**config.mk**
```make
export PLATFORM = sky130hd
export DESIGN_NAME = boot_seed_hold
export DESIGN_NICKNAME = d
export VERILOG_FILES = /design/src/rtl/boot_seed_hold_pkg.sv /design/src/rtl/bsh_rst_sync.sv /design/src/rtl/bsh_seed_store.sv /design/src/rtl/bsh_ctrl.sv /design/src/rtl/boot_seed_hold.sv
export SDC_FILE = /design/constraint.sdc
export NUM_CORES = 1
export LEC_CHECK = 0
export ABC_AREA = 1
export BUFFER_PORTS_ARGS = -buffer_cell sky130_fd_sc_hd__clkbuf_2
export CAP_MARGIN = 40
export CELL_PAD_IN_SITES_DETAIL_PLACEMENT = 1
export CELL_PAD_IN_SITES_GLOBAL_PLACEMENT = 1
export CORE_MARGIN = 5
export CORE_UTILIZATION = 36
export DETAILED_ROUTE_END_ITERATION = 10
export PLACE_DENSITY = 0.88
export SYNTH_ARGS = -nofsm -noshare
export SYNTH_HDL_FRONTEND = slang
export SYNTH_SLANG_ARGS = --single-unit
export TNS_END_PERCENT = 50
```
**constraint.sdc**
```tcl
create_clock -name clk_i -period 10.92 [get_ports clk_i]
set_input_delay 1.638 -clock clk_i [delete_from_list [all_inputs] [get_ports clk_i]]
set_output_delay 1.638 -clock clk_i [all_outputs]
set_load 0.005 [all_outputs]
```
**src/rtl/boot_seed_hold_pkg.sv**
```systemverilog
package boot_seed_hold_pkg;
  typedef enum logic [2:0] {
    ST_IDLE    = 3'd0,
    ST_COLLECT = 3'd1,
    ST_WAIT    = 3'd2,
    ST_OFFER   = 3'd3,
    ST_FAIL    = 3'd4
  } bsh_state_e;
endpackage

```
**src/rtl/bsh_rst_sync.sv**
```systemverilog
module bsh_rst_sync #(
  parameter int unsigned STAGES = 2
) (
  input  logic clk_i,
  input  logic rst_ni,
  output logic rst_sync_no
);
  logic [STAGES-1:0] chain_q;

  always_ff @(posedge clk_i or negedge rst_ni) begin
    if (!rst_ni) begin
      chain_q <= '0;
    end else begin
      chain_q <= {chain_q[STAGES-2:0], 1'b1};
    end
  end

  assign rst_sync_no = chain_q[STAGES-1];
endmodule

```
**src/rtl/bsh_seed_store.sv**
```systemverilog
module bsh_seed_store #(
  parameter int unsigned SAMPLE_W = 4,
  parameter int unsigned NSLOT    = 96,
  parameter int unsigned IDX_W    = 7
) (
  input  logic                      clk_i,
  input  logic                      rst_ni,
  input  logic                      wr_en_i,
  input  logic [IDX_W-1:0]          wr_idx_i,
  input  logic [SAMPLE_W-1:0]       wr_data_i,
  input  logic                      clr_i,
  output logic [NSLOT*SAMPLE_W-1:0] seed_o
);
  for (genvar g = 0; g < NSLOT; g++) begin : g_slot
    logic [SAMPLE_W-1:0] slot_q;
    logic                slot_we;

    assign slot_we = wr_en_i && (wr_idx_i == IDX_W'(g));

    always_ff @(posedge clk_i or negedge rst_ni) begin
      if (!rst_ni) begin
        slot_q <= '0;
      end else if (clr_i) begin
        slot_q <= '0;
      end else if (slot_we) begin
        slot_q <= wr_data_i;
      end
    end

    assign seed_o[g*SAMPLE_W +: SAMPLE_W] = slot_q;
  end

  AST_WR_IDX_RANGE: assert property (@(posedge clk_i) disable iff (!rst_ni)
    wr_en_i |-> (32'(wr_idx_i) < NSLOT));
endmodule

```
**src/rtl/bsh_ctrl.sv**
```systemverilog
module bsh_ctrl
  import boot_seed_hold_pkg::*;
#(
  parameter int unsigned NSLOT = 96,
  parameter int unsigned IDX_W = 7
) (
  input  logic             clk_i,
  input  logic             rst_ni,
  input  logic             en_i,
  input  logic             boot_mode_i,
  input  logic             smp_valid_i,
  input  logic             verdict_valid_i,
  input  logic             verdict_pass_i,
  input  logic             seed_ready_i,
  output logic             wr_en_o,
  output logic [IDX_W-1:0] wr_idx_o,
  output logic             clr_o,
  output logic             seed_valid_o,
  output logic             bypass_o,
  output logic             fail_o,
  output logic             done_o
);
  localparam logic [IDX_W-1:0] LastIdx = IDX_W'(NSLOT - 1);

  bsh_state_e       st_q, st_d;
  logic [IDX_W-1:0] cnt_q, cnt_d;
  logic             done_q, done_d;
  logic             fail_q, fail_d;

  always_comb begin
    st_d    = st_q;
    cnt_d   = cnt_q;
    done_d  = done_q;
    fail_d  = fail_q;
    wr_en_o = 1'b0;
    clr_o   = 1'b0;
    unique case (st_q)
      ST_IDLE: begin
        if (boot_mode_i && !done_q) st_d = ST_COLLECT;
      end
      ST_COLLECT: begin
        if (smp_valid_i) begin
          wr_en_o = 1'b1;
          if (cnt_q == LastIdx) begin
            st_d  = ST_WAIT;
            cnt_d = '0;
          end else begin
            cnt_d = cnt_q + IDX_W'(1);
          end
        end
      end
      ST_WAIT: begin
        if (verdict_valid_i) begin
          if (verdict_pass_i) begin
            st_d = ST_OFFER;
          end else begin
            st_d   = ST_FAIL;
            fail_d = 1'b1;
            clr_o  = 1'b1;
          end
        end
      end
      ST_OFFER: begin
        if (seed_ready_i) begin
          st_d   = ST_IDLE;
          done_d = 1'b1;
          clr_o  = 1'b1;
        end
      end
      ST_FAIL: begin
        st_d = ST_FAIL;
      end
      default: st_d = ST_IDLE;
    endcase
    if (!en_i) begin
      st_d    = ST_IDLE;
      cnt_d   = '0;
      done_d  = 1'b0;
      fail_d  = 1'b0;
      wr_en_o = 1'b0;
      clr_o   = 1'b1;
    end
  end

  always_ff @(posedge clk_i or negedge rst_ni) begin
    if (!rst_ni) begin
      st_q   <= ST_IDLE;
      cnt_q  <= '0;
      done_q <= 1'b0;
      fail_q <= 1'b0;
    end else begin
      st_q   <= st_d;
      cnt_q  <= cnt_d;
      done_q <= done_d;
      fail_q <= fail_d;
    end
  end

  assign wr_idx_o     = cnt_q;
  assign seed_valid_o = (st_q == ST_OFFER);
  assign bypass_o     = (st_q == ST_COLLECT) || (st_q == ST_WAIT) || (st_q == ST_OFFER);
  assign fail_o       = fail_q;
  assign done_o       = done_q;

  AST_CNT_BOUND: assert property (@(posedge clk_i) disable iff (!rst_ni)
    cnt_q <= LastIdx);
  AST_VALID_HOLD: assert property (@(posedge clk_i) disable iff (!rst_ni)
    (seed_valid_o && !seed_ready_i && en_i) |=> (seed_valid_o || !$past(en_i)));
  AST_FAIL_STICKY: assert property (@(posedge clk_i) disable iff (!rst_ni)
    (fail_o && en_i) |=> fail_o);
  AST_FAIL_NO_VALID: assert property (@(posedge clk_i) disable iff (!rst_ni)
    fail_o |-> !seed_valid_o);
  AST_DONE_EXCL: assert property (@(posedge clk_i) disable iff (!rst_ni)
    done_o |-> (!seed_valid_o && !fail_o && !bypass_o));
  AST_DONE_AFTER_XFER: assert property (@(posedge clk_i) disable iff (!rst_ni)
    (seed_valid_o && seed_ready_i && en_i) |=> done_o);
endmodule

```
**src/rtl/boot_seed_hold.sv**
```systemverilog
module boot_seed_hold #(
  parameter int unsigned SAMPLE_W = 4,
  parameter int unsigned SEED_W   = 384
) (
  input  logic                clk_i,
  input  logic                rst_ni,
  input  logic                en_i,
  input  logic                boot_mode_i,
  input  logic                smp_valid_i,
  input  logic [SAMPLE_W-1:0] smp_data_i,
  input  logic                verdict_valid_i,
  input  logic                verdict_pass_i,
  input  logic                seed_ready_i,
  output logic                seed_valid_o,
  output logic [SEED_W-1:0]   seed_data_o,
  output logic                bypass_o,
  output logic                fail_o,
  output logic                done_o
);
  localparam int unsigned NSLOT = SEED_W / SAMPLE_W;
  localparam int unsigned IDX_W = (NSLOT > 1) ? $clog2(NSLOT) : 1;

  logic             rst_n_int;
  logic             wr_en;
  logic [IDX_W-1:0] wr_idx;
  logic             clr;

  bsh_rst_sync #(.STAGES(2)) u_rst (
    .clk_i       (clk_i),
    .rst_ni      (rst_ni),
    .rst_sync_no (rst_n_int)
  );

  bsh_ctrl #(.NSLOT(NSLOT), .IDX_W(IDX_W)) u_ctrl (
    .clk_i           (clk_i),
    .rst_ni          (rst_n_int),
    .en_i            (en_i),
    .boot_mode_i     (boot_mode_i),
    .smp_valid_i     (smp_valid_i),
    .verdict_valid_i (verdict_valid_i),
    .verdict_pass_i  (verdict_pass_i),
    .seed_ready_i    (seed_ready_i),
    .wr_en_o         (wr_en),
    .wr_idx_o        (wr_idx),
    .clr_o           (clr),
    .seed_valid_o    (seed_valid_o),
    .bypass_o        (bypass_o),
    .fail_o          (fail_o),
    .done_o          (done_o)
  );

  bsh_seed_store #(.SAMPLE_W(SAMPLE_W), .NSLOT(NSLOT), .IDX_W(IDX_W)) u_store (
    .clk_i     (clk_i),
    .rst_ni    (rst_n_int),
    .wr_en_i   (wr_en),
    .wr_idx_i  (wr_idx),
    .wr_data_i (smp_data_i),
    .clr_i     (clr),
    .seed_o    (seed_data_o)
  );

  AST_DATA_STABLE: assert property (@(posedge clk_i) disable iff (!rst_n_int)
    (seed_valid_o && !seed_ready_i && en_i) |=> ($stable(seed_data_o) || !$past(en_i)));
  AST_FAIL_ZERO: assert property (@(posedge clk_i) disable iff (!rst_n_int)
    fail_o |-> (seed_data_o == '0));
  AST_DISABLE_CLEARS: assert property (@(posedge clk_i) disable iff (!rst_n_int)
    !en_i |=> (!seed_valid_o && !bypass_o && !fail_o && !done_o && seed_data_o == '0));
endmodule

```
==> impl_metrics.yaml, run 1 <==
routing:
  route.detailed.wl_per_inst_um: 22.0
  viasPerCell: 5.33
  drt_pass1_iterations: 5
  drcViolationCount: 0
  ant_nets: 0
  drt_iter0_markers: 1176
  finalWirelength_mm: 63.9
  vias: 15500
cts:
  ctsResizeCount: 0
  hold_buffers: 0
  htreeDepth: 2
  clock-root-buffer: "clkbuf_16"
  clock-sinks: 398
  cts_tree: "done"
  cts_buffers: 45
  ctsLongestPathBuffers: 3
  clock_latency_ns: 0.57
  postCtsSetupRepairBufs: 0
  clk_pin_slew_ns: 0.06
global_route:
  met3_usage: 0.0519
  grt_max_degree: 201
  grt_antenna_before_repair: 0
  grt_remaining_overflow: 0
  grt_pass1_wl_mm: 98.0
  grt.total_usage: 0.244
  grt_pass1_vias: 16700
  met2_usage: 0.417
  busiest_layer: "met2"
  grtUsageMet1: 0.305
floorplanning:
  die_w_um: 226
  design.die.area_sq_um: 51300
  start_util: 0.363
  rows: 79
  core_area_sq_um: 46500
  io_pins: 400
  die_h_um: 226
place:
  gp_congestion: 0.819
  placed_area_sq_um: 19400
  hpwl_mm: 43.9
  port_buffers: 399
layout:
  design_area_sq_um: 20800
  syn_to_final_growth_pct: 23.3
  diodes: 0
  drive_gt1_frac: 0.258
  nets: 2274
power:
  leakagePower_uw: 0.0121
  ir_worst_vdd_uv: 98.7
  power.density_nw_per_um2: 157
worst_setup_path:
  start_kind: "input pin"
  endpoint: "u_store.g_slot[77].slot_q[1]"
  criticalPathCategory: "in -> reg"
  cp_top_family: "buffers and inverters"
  end_kind: "flip-flop"
  path_cells: "clkbuf_2, inv_1, nand2_1, nor2_2, nor2_8, buf_4, buf_12, nand2_4, inv_2, buf_4, buf_12, nand2_1, nand2_1"
  cp_num_buf_inv: 7
  r2r_cells: 13
  required_ns: 11.41
  crit_arrival_ns: 5.34
  slowest_delay_ns: 0.61
  reg2reg_from: "u_ctrl.st_q[0]"
  cp_slowest_cell: "nor2_8"
  timing.rr.end: "u_store.g_slot[77].slot_q[1]"
  startpoint: "verdict_pass_i"
  crit_top_cell: "nand2_1"
  cp_num_cells: 13
  crit_fanout: 200
  reg2reg_slack_ns: 6.64
timing:
  worstMarginPinSlew_ns: 1.09
  period_minus_slack_ns: 4.85
  finalSetupViolations: 0
  timing.final.hold_violations: 0
  fmax_mhz: 206
  fin_crit_sh: 0.444
  setup-tns-final_ns: 0
  timing.final.max_slew_violations: 0
  rsz0062_at_grt: "false"
  finClkSkew_ns: 0.0146
  slew_headroom: 0.275
synth:
  yosys_register_bits: 398
  syn_inst: 1876
  syn_area_sq_um: 16900
  synth_top_area_cell: "dfrtp_1"
  yosys_warnings: 0
  syn_avg_cell_area_sq_um: 8.99
  yosysSeqAreaShare: 0.590
  syn-num-nets: 1892
  yosysTopAreaCellShare: 0.590
  ys_top_cells_by_area: "dfrtp_1 59%, nand2_1 14%, nand3_1 13%"
  synth_cell_types: 26
min_path:
  hp-class: "reg -> async"
status:
  status: "finished clean"
run:
  cap_violations: 0
state kept, by name (all words and copies together) (netlist names):
signal,cells
u_rst.chain_q,2
u_ctrl.wr_idx_o,7
u_ctrl.fail_o,1
u_ctrl.done_o,1
u_ctrl.st_q,3
u_store.g_slot.slot_q,384
how the worst min path moves through the flow:
stage | from | end | slack [ns] | depth (start not counted)
floorplan | u_rst.chain_q[0] | u_rst.chain_q[1] | 0.33 | 0
global placement | u_rst.chain_q[1] | u_store.g_slot[85].slot_q[0] | 0.32 | 0
detailed placement | u_rst.chain_q[1] | u_store.g_slot[85].slot_q[1] | 0.33 | 0
CTS | u_rst.chain_q[1] | u_store.g_slot[86].slot_q[2] | 0.33 | 0
global route | u_rst.chain_q[1] | u_store.g_slot[85].slot_q[2] | 0.36 | 0
finish | u_rst.chain_q[1] | u_store.g_slot[85].slot_q[1] | 0.31 | 0
worst register-to-register path, cell delays in order, from the launching register on:
cell and delay [ns]:
dfrtp_1 0.46, nand2_1 0.12, nor2_2 0.06, nand2_1 0.10
nand2_2 0.09, nor2_8 0.59, buf_4 0.61, buf_12 0.57
nand2_4 0.48, inv_2 0.12, buf_4 0.44, buf_12 0.32
nand2_1 0.18, nand2_1 0.09
cell families after synthesis:
kind of cell / after synthesis / synth area share
buffers and inverters: 199 / 0.0624
flip-flops: 398 / 0.590
AND/OR/NAND/NOR: 1177 / 0.315
adder cells (fa/ha/maj): 4 / 0.00297
other: 1 / 0.000222
AO/OA/AOI/OAI: 97 / 0.0288
power by group:
| part | total, uW | internal (uW) | switching [uW] |
|---|---|---|---|
| sequential | 1490 | 1480 | 11.6 |
| combinational | 264 | 45.2 | 219 |
| clock | 1500 | 877 | 621 |
final cells by class:
| cell class | instances | area [sq um] |
|---|---|---|
| inverters | 102 | 385 |
| multi-input cells | 1279 | 5880 |
| flip-flops and latches | 398 | 9960 |
| repair buffers | 432 | 2370 |
| clock buffers | 67 | 1310 |
| well taps | 607 | 759 |
| fillers | 5540 | 25700 |
| clock inverters | 14 | 130 |
Yosys cell counts (all sizes together):
cell type  count
nand2        640
nand3        493
dfrtp        398
inv          101
o21ai         93
buf           86
nor2          39
clkbuf        11
a21oi          4
ha             4
nor3           3
clkinv         1
conb           1
nand4          1
or2            1
per-stage QoR:
step | cells | power (uW) | hold slack [ns] | setup WS [ns] | util
after floorplan | 1876 | 1710 | 0.331 | 4.43 | -
after detailed placement | 2818 | 1790 | 0.327 | 5.54 | 0.417
after global placement | 2803 | 1760 | 0.325 | 5.52 | 0.412
final | 2899 | 3260 | 0.308 | 6.07 | 0.448
after global routing | 2899 | 3370 | 0.362 | 5.79 | 0.448
after CTS | 2899 | 3290 | 0.333 | 6.11 | 0.448
placed cells by master, fill, tap and decap left out, types with 20 or more instances in the layout:
master     netlist  routed
nand2_1        635     635
nand3_1        452     452
clkbuf_2         1     399
dfrtp_1        398     397
o21ai_0         91      91
inv_1           69      69
clkbuf_16        0      47
nand3_2         41      41
inv_2           32      30
nor2_1          32      26
buf_4            6      20
layer usage:
layer	vias up	part of all wire	routed length (um)
met1	7926	0.40	25800
li1	6880	-	-
met2	516	0.49	31400
met3	140	0.064	4110
met5	-	0	0
met4	0	0.040	2560
Note: power is estimated with default switching activity, not from simulation.
==> inputs of run 2 (changes only) <==
==> constraint.sdc (replaced) <==
create_clock -name clk_i -period 3.9 [get_ports clk_i]
set_input_delay 0.585 -clock clk_i [delete_from_list [all_inputs] [get_ports clk_i]]
set_output_delay 0.585 -clock clk_i [all_outputs]
set_load 0.005 [all_outputs]
==> impl_metrics.yaml, run 2 (synthesis results as in run 1) <==
power:
  intPower_uw: 6820
  p_comb_frac: 0.082
  power_frac_clock: 0.462
  swShare: 0.256
  total_power_uw: 9170
  seqPwrFrac: 0.456
  p_sw_uw: 2350
  power.density_nw_per_um2: 439
  leakagePower_uw: 0.0121
  ir_worst_vdd_uv: 320
cts:
  postCtsSetupRepairBufs: 0
  clock-root-buffer: "clkbuf_16"
  ctsResizeCount: 0
  clock_latency_ns: 0.56
  hold_buffers: 1
  cts_tree: "done"
  clock-sinks: 398
  ctsLongestPathBuffers: 3
  cts_buffers: 44
  clk_pin_slew_ns: 0.06
  htreeDepth: 2
layout:
  largest_reg_flops: 384
  fin_util: 0.450
  nets: 2282
  max_flop_register: "u_store.g_slot.slot_q"
  final_common_cell: "nand2_1"
  fin_cells: 2903
  syn_to_final_growth_pct: 24.0
  final_cell_mix: "635 x nand2_1, 452 x nand3_1, 399 x clkbuf_2"
  drive_gt1_frac: 0.259
place:
  port_buffers: 399
  hpwl_mm: 44.1
  dp_cells: 2826
  gp_congestion: 0.849
timing:
  fin_crit_sh: 0.670
  timing.final.max_slew_violations: 0
  setup-tns-final_ns: 0
  timing.final.hold_violations: 0
  fmax_mhz: 383
  period_minus_slack_ns: 2.61
  finClkSkew_ns: 0.0208
  finalSetupViolations: 0
  slew_headroom: 0.262
  worstMarginPinSlew_ns: 1.11
  rsz0062_at_grt: "false"
routing:
  finalWirelength_mm: 64.6
  vias: 15400
  drcViolationCount: 0
  drt_pass1_iterations: 5
  ant_nets: 0
  viasPerCell: 5.31
  route.detailed.wl_per_inst_um: 22.2
  drt_iter0_markers: 1111
floorplanning:
  die_w_um: 226
  core_area_sq_um: 46500
  design.die.area_sq_um: 51300
  rows: 79
  io_pins: 400
  die_h_um: 226
  start_util: 0.363
worst_setup_path:
  required_ns: 4.39
  crit_arrival_ns: 3.11
  crit_fanout: 32
  end_kind: "flip-flop"
  start_kind: "flip-flop"
  criticalPathCategory: "reg -> reg"
  r2r_cells: 11
global_route:
  grt_antenna_before_repair: 1
  grt_pass1_vias: 16600
  grt_pass1_wl_mm: 99.0
  grt.total_usage: 0.247
  grt_max_degree: 194
  grt_remaining_overflow: 0
run:
  cap_violations: 0
status:
  status: "finished clean"
min_path:
  hp-class: "reg -> async"
[run 2: cell count changes in the layout (fill, tap and decap cells not counted), moves of 2 or more]
cell,before,now
buf_4,20,26
clkinv_2,11,7
buf_12,6,9
bufinv_16,2,5
clkbuf_16,47,45
clkinvlp_4,1,3
[run 2: layout make-up]
cell class              instances  area [sq um]
inverters                     102           387
repair buffers                441          2490
diodes                          1          2.50
clock inverters                12           193
clock buffers                  63          1240
multi-input cells            1279          5880
flip-flops and latches        398          9960
fillers                      5562         25500
well taps                     607           759
[run 2: power by group through the flow]
stage                     sequential (uW)  combinational (uW)  clock (uW)
after global placement               4260                 712           0
after global routing                 4180                 818        4510
after floorplan                      4300                 490           0
final                                4180                 750        4240
after CTS                            4180                 758        4340
after detailed placement             4260                 756           0
[run 2: path summary, 6_finish.rpt]
| kind | start | endpoint | slack (ns) |
|---|---|---|---|
| max | u_ctrl.st_q[0] | u_store.g_slot[31].slot_q[1] | 1.29 |
| min | u_rst.chain_q[1] | u_store.g_slot[84].slot_q[3] | 0.30 |
| max reg2reg | u_ctrl.st_q[0] | u_store.g_slot[31].slot_q[1] | 1.29 |
| min reg2reg | u_rst.chain_q[1] | u_store.g_slot[84].slot_q[3] | 0.30 |
| max in group asynchronous | u_rst.chain_q[1] | u_store.g_slot[53].slot_q[0] | 2.47 |
| min in group clk_i | en_i | u_ctrl.st_q[2] | 0.35 |
[run 2: per-layer routing]
| metal | share of wire | track usage | vias up |
|---|---|---|---|
| li1 | - | - | 6883 |
| met3 | 0.066 | 0.0557 | 130 |
| met4 | 0.035 | 0.0854 | 2 |
| met5 | 0.00020 | 0 | - |
| met2 | 0.50 | 0.428 | 476 |
| met1 | 0.40 | 0.304 | 7929 |
[run 2: critical path, stage by stage, from the launching register on]
cell	delay (ns)
dfrtp_1	0.47
nand2_1	0.12
nor2_2	0.06
nand2_1	0.10
nand2_2	0.09
nor2_8	0.22
nand2_4	0.22
clkinv_2	0.26
buf_4	0.47
buf_12	0.28
nand2_1	0.11
nand2_1	0.08
[run 2: metrics by stage]
step | hold slack [ns] | setup slack [ns] | area, sq um
after global placement | 0.336 | 1.24 | 19300
after global routing | 0.325 | 1.13 | 20900
after CTS | 0.297 | 1.27 | 20900
final | 0.300 | 1.29 | 20900
after floorplan | 0.289 | -0.0111 | 16900
after detailed placement | 0.314 | 1.24 | 19500
==> inputs of run 3 (changes only) <==
--- a/config.mk
+++ b/config.mk
@@ -5,15 +5,15 @@
 export SDC_FILE = /design/constraint.sdc
 export NUM_CORES = 1
 export LEC_CHECK = 0
-export ABC_AREA = 1
+export ABC_AREA = 0
 export BUFFER_PORTS_ARGS = -buffer_cell sky130_fd_sc_hd__clkbuf_2
 export CAP_MARGIN = 40
 export CELL_PAD_IN_SITES_DETAIL_PLACEMENT = 1
 export CELL_PAD_IN_SITES_GLOBAL_PLACEMENT = 1
 export CORE_MARGIN = 5
-export CORE_UTILIZATION = 36
+export CORE_UTILIZATION = 43
 export DETAILED_ROUTE_END_ITERATION = 10
-export PLACE_DENSITY = 0.88
+export PLACE_DENSITY = 0.92
 export SYNTH_ARGS = -nofsm -noshare
 export SYNTH_HDL_FRONTEND = slang
 export SYNTH_SLANG_ARGS = --single-unit
==> constraint.sdc (replaced) <==
create_clock -name clk_i -period 2.7 [get_ports clk_i]
set_input_delay 0.405 -clock clk_i [delete_from_list [all_inputs] [get_ports clk_i]]
set_output_delay 0.405 -clock clk_i [all_outputs]
set_load 0.005 [all_outputs]
==> impl_metrics.yaml, run 3 <==
global_route:
  grt_antenna_before_repair: 2
  grt_max_degree: 131
  grt_remaining_overflow: 0
  grt.total_usage: 0.266
  grt_pass1_vias: 14600
  grt_pass1_wl_mm: 92.8
worst_setup_path:
  start_kind: "flip-flop"
  path_cells: "and4bb_4, buf_12, nand3_1, mux2i_1, nor2_1"
  required_ns: 3.14
  slowest_delay_ns: 0.63
  crit_fanout: 24
  crit_arrival_ns: 2.67
  cp_slowest_cell: "and4bb_4"
  criticalPathCategory: "reg -> reg"
  end_kind: "flip-flop"
timing:
  fin_crit_sh: 0.824
  timing.final.max_slew_violations: 0
  finalSetupViolations: 0
  worstMarginPinSlew_ns: 0.716
  finClkSkew_ns: 0.0236
  fmax_mhz: 449
  setup-tns-final_ns: 0
  rsz0062_at_grt: "false"
  slew_headroom: 0.523
  period_minus_slack_ns: 2.23
  timing.final.hold_violations: 0
synth:
  yosys_register_bits: 398
  synth_cell_types: 43
  syn_avg_cell_area_sq_um: 12.1
  syn-num-nets: 1485
  yosysSeqAreaShare: 0.559
  synth_common_cells: "398 x dfrtp_1, 387 x nor2_1, 384 x mux2i_1"
  synth_top_area_cell: "dfrtp_1"
  yosys_warnings: 0
  synth_edf_count: 0
  yosysMostFrequentCell: "dfrtp_1"
  syn_area_sq_um: 17800
  postSynth.asyncResetShare: 1.00
  syn_inst: 1469
  ys_top_cells_by_area: "dfrtp_1 56%, mux2i_1 22%, nor2_1 8.1%"
  yosys_most_used_dff: "dfrtp_1"
  yosysTopAreaCellShare: 0.559
cts:
  ctsLongestPathBuffers: 3
  hold_buffers: 1
  clock_latency_ns: 0.58
  htreeDepth: 2
  ctsResizeCount: 0
  cts_buffers: 43
  clock-root-buffer: "clkbuf_16"
  clock-sinks: 398
  postCtsSetupRepairBufs: 0
  cts_tree: "done"
  clk_pin_slew_ns: 0.06
power:
  leakagePower_uw: 0.0133
  power_frac_clock: 0.480
  p_sw_uw: 2960
  seqPwrFrac: 0.476
  intPower_uw: 9610
  swShare: 0.236
  ir_worst_vdd_uv: 412
  p_comb_frac: 0.044
  power.density_nw_per_um2: 571
routing:
  route.detailed.wl_per_inst_um: 25.7
  drt_iter0_markers: 802
  drt_pass1_iterations: 5
  viasPerCell: 5.46
  drcViolationCount: 0
  vias: 13100
  ant_nets: 0
  finalWirelength_mm: 61.8
layout:
  syn_to_final_growth_pct: 23.5
  nets: 1854
  fin_util: 0.538
  design_area_sq_um: 22000
  final_cell_mix: "397 x dfrtp_1, 395 x clkbuf_2, 387 x nor2_1"
  largest_reg_flops: 384
  diodes: 0
  final_common_cell: "dfrtp_1"
  fillers: 4313
  drive_gt1_frac: 0.333
  max_flop_register: "u_store.g_slot.slot_q"
floorplanning:
  start_util: 0.436
  io_pins: 400
  die_w_um: 214
  core_area_sq_um: 40900
  die_h_um: 214
  rows: 74
  design.die.area_sq_um: 45600
place:
  gp_congestion: 0.837
  port_buffers: 399
  hpwl_mm: 42.8
  placed_area_sq_um: 20600
status:
  status: "finished clean"
min_path:
  hp-class: "in -> async"
run:
  cap_violations: 0
## run 3: power by group through the flow
stage / registers [uW] / logic, uW / clock network [uW]
floorplan: 6170 / 267 / 0
global placement: 6110 / 536 / 0
detailed placement: 6100 / 559 / 0
CTS: 5990 / 562 / 6150
global route: 5990 / 601 / 6420
finish: 5990 / 555 / 6030
## run 3: per-layer routing
metal	vias up	track usage	wire [um]
met3	131	0.0713	4270
met2	471	0.457	30900
li1	5670	-	-
met5	-	0	28
met4	4	0.0947	2330
met1	6841	0.326	24200
## run 3: final cells by class
type | instances | area [sq um] | share of cell area
sequential | 398 | 9960 | 0.453
inverter | 6 | 22.5 | 0.00102
tap | 532 | 666 | 0.0302
clock inverter | 21 | 214 | 0.00972
clock buffer | 58 | 1230 | 0.0560
timing repair buffer | 449 | 2710 | 0.123
multi-input combinational | 940 | 7210 | 0.327
## run 3: kinds of logic after synthesis
kind of cell,count (synthesis),synth area share
adder cells (fa/ha/maj),4,0.00281
flip-flops,398,0.559
XOR/XNOR,3,0.00147
other,1,0.000210
AO/OA/AOI/OAI,16,0.00568
multiplexers,385,0.216
AND/OR/NAND/NOR,531,0.176
buffers and inverters,131,0.0392
## run 3: stage by stage
step	setup WS [ns]	instances	total power, uW	hold WS [ns]
2_1_floorplan	-1.21	1469	6430	0.109
3_3_place_gp	0.611	2323	6640	0.192
3_5_place_dp	0.502	2324	6660	0.195
4_1_cts	0.488	2404	12700	0.130
5_1_grt	0.397	2404	13000	0.181
6_report	0.475	2404	12600	0.186
## run 3: worst max-delay path, delay by kind of cell (launching register included)
family	cells	cell delay, ns
mux	1	0.27
simple gates	3	1.00
buf+inv	1	0.28
flops	1	0.51
## run 3: path summary, 6_finish.rpt
check / from / to / slack (ns) / cells past startpoint
max: u_ctrl.st_q[1] / u_store.g_slot[65].slot_q[1] / 0.47 / 5
max reg2reg: u_ctrl.st_q[1] / u_store.g_slot[65].slot_q[1] / 0.47 / 5
max in group asynchronous: u_rst.chain_q[1] / u_store.g_slot[70].slot_q[0] / 1.40 / 2
min: rst_ni / u_rst.chain_q[1] / 0.19 / 2
min in group clk_i: seed_ready_i / u_ctrl.done_o / 0.23 / 4
min reg2reg: u_rst.chain_q[1] / u_store.g_slot[90].slot_q[1] / 0.29 / 0
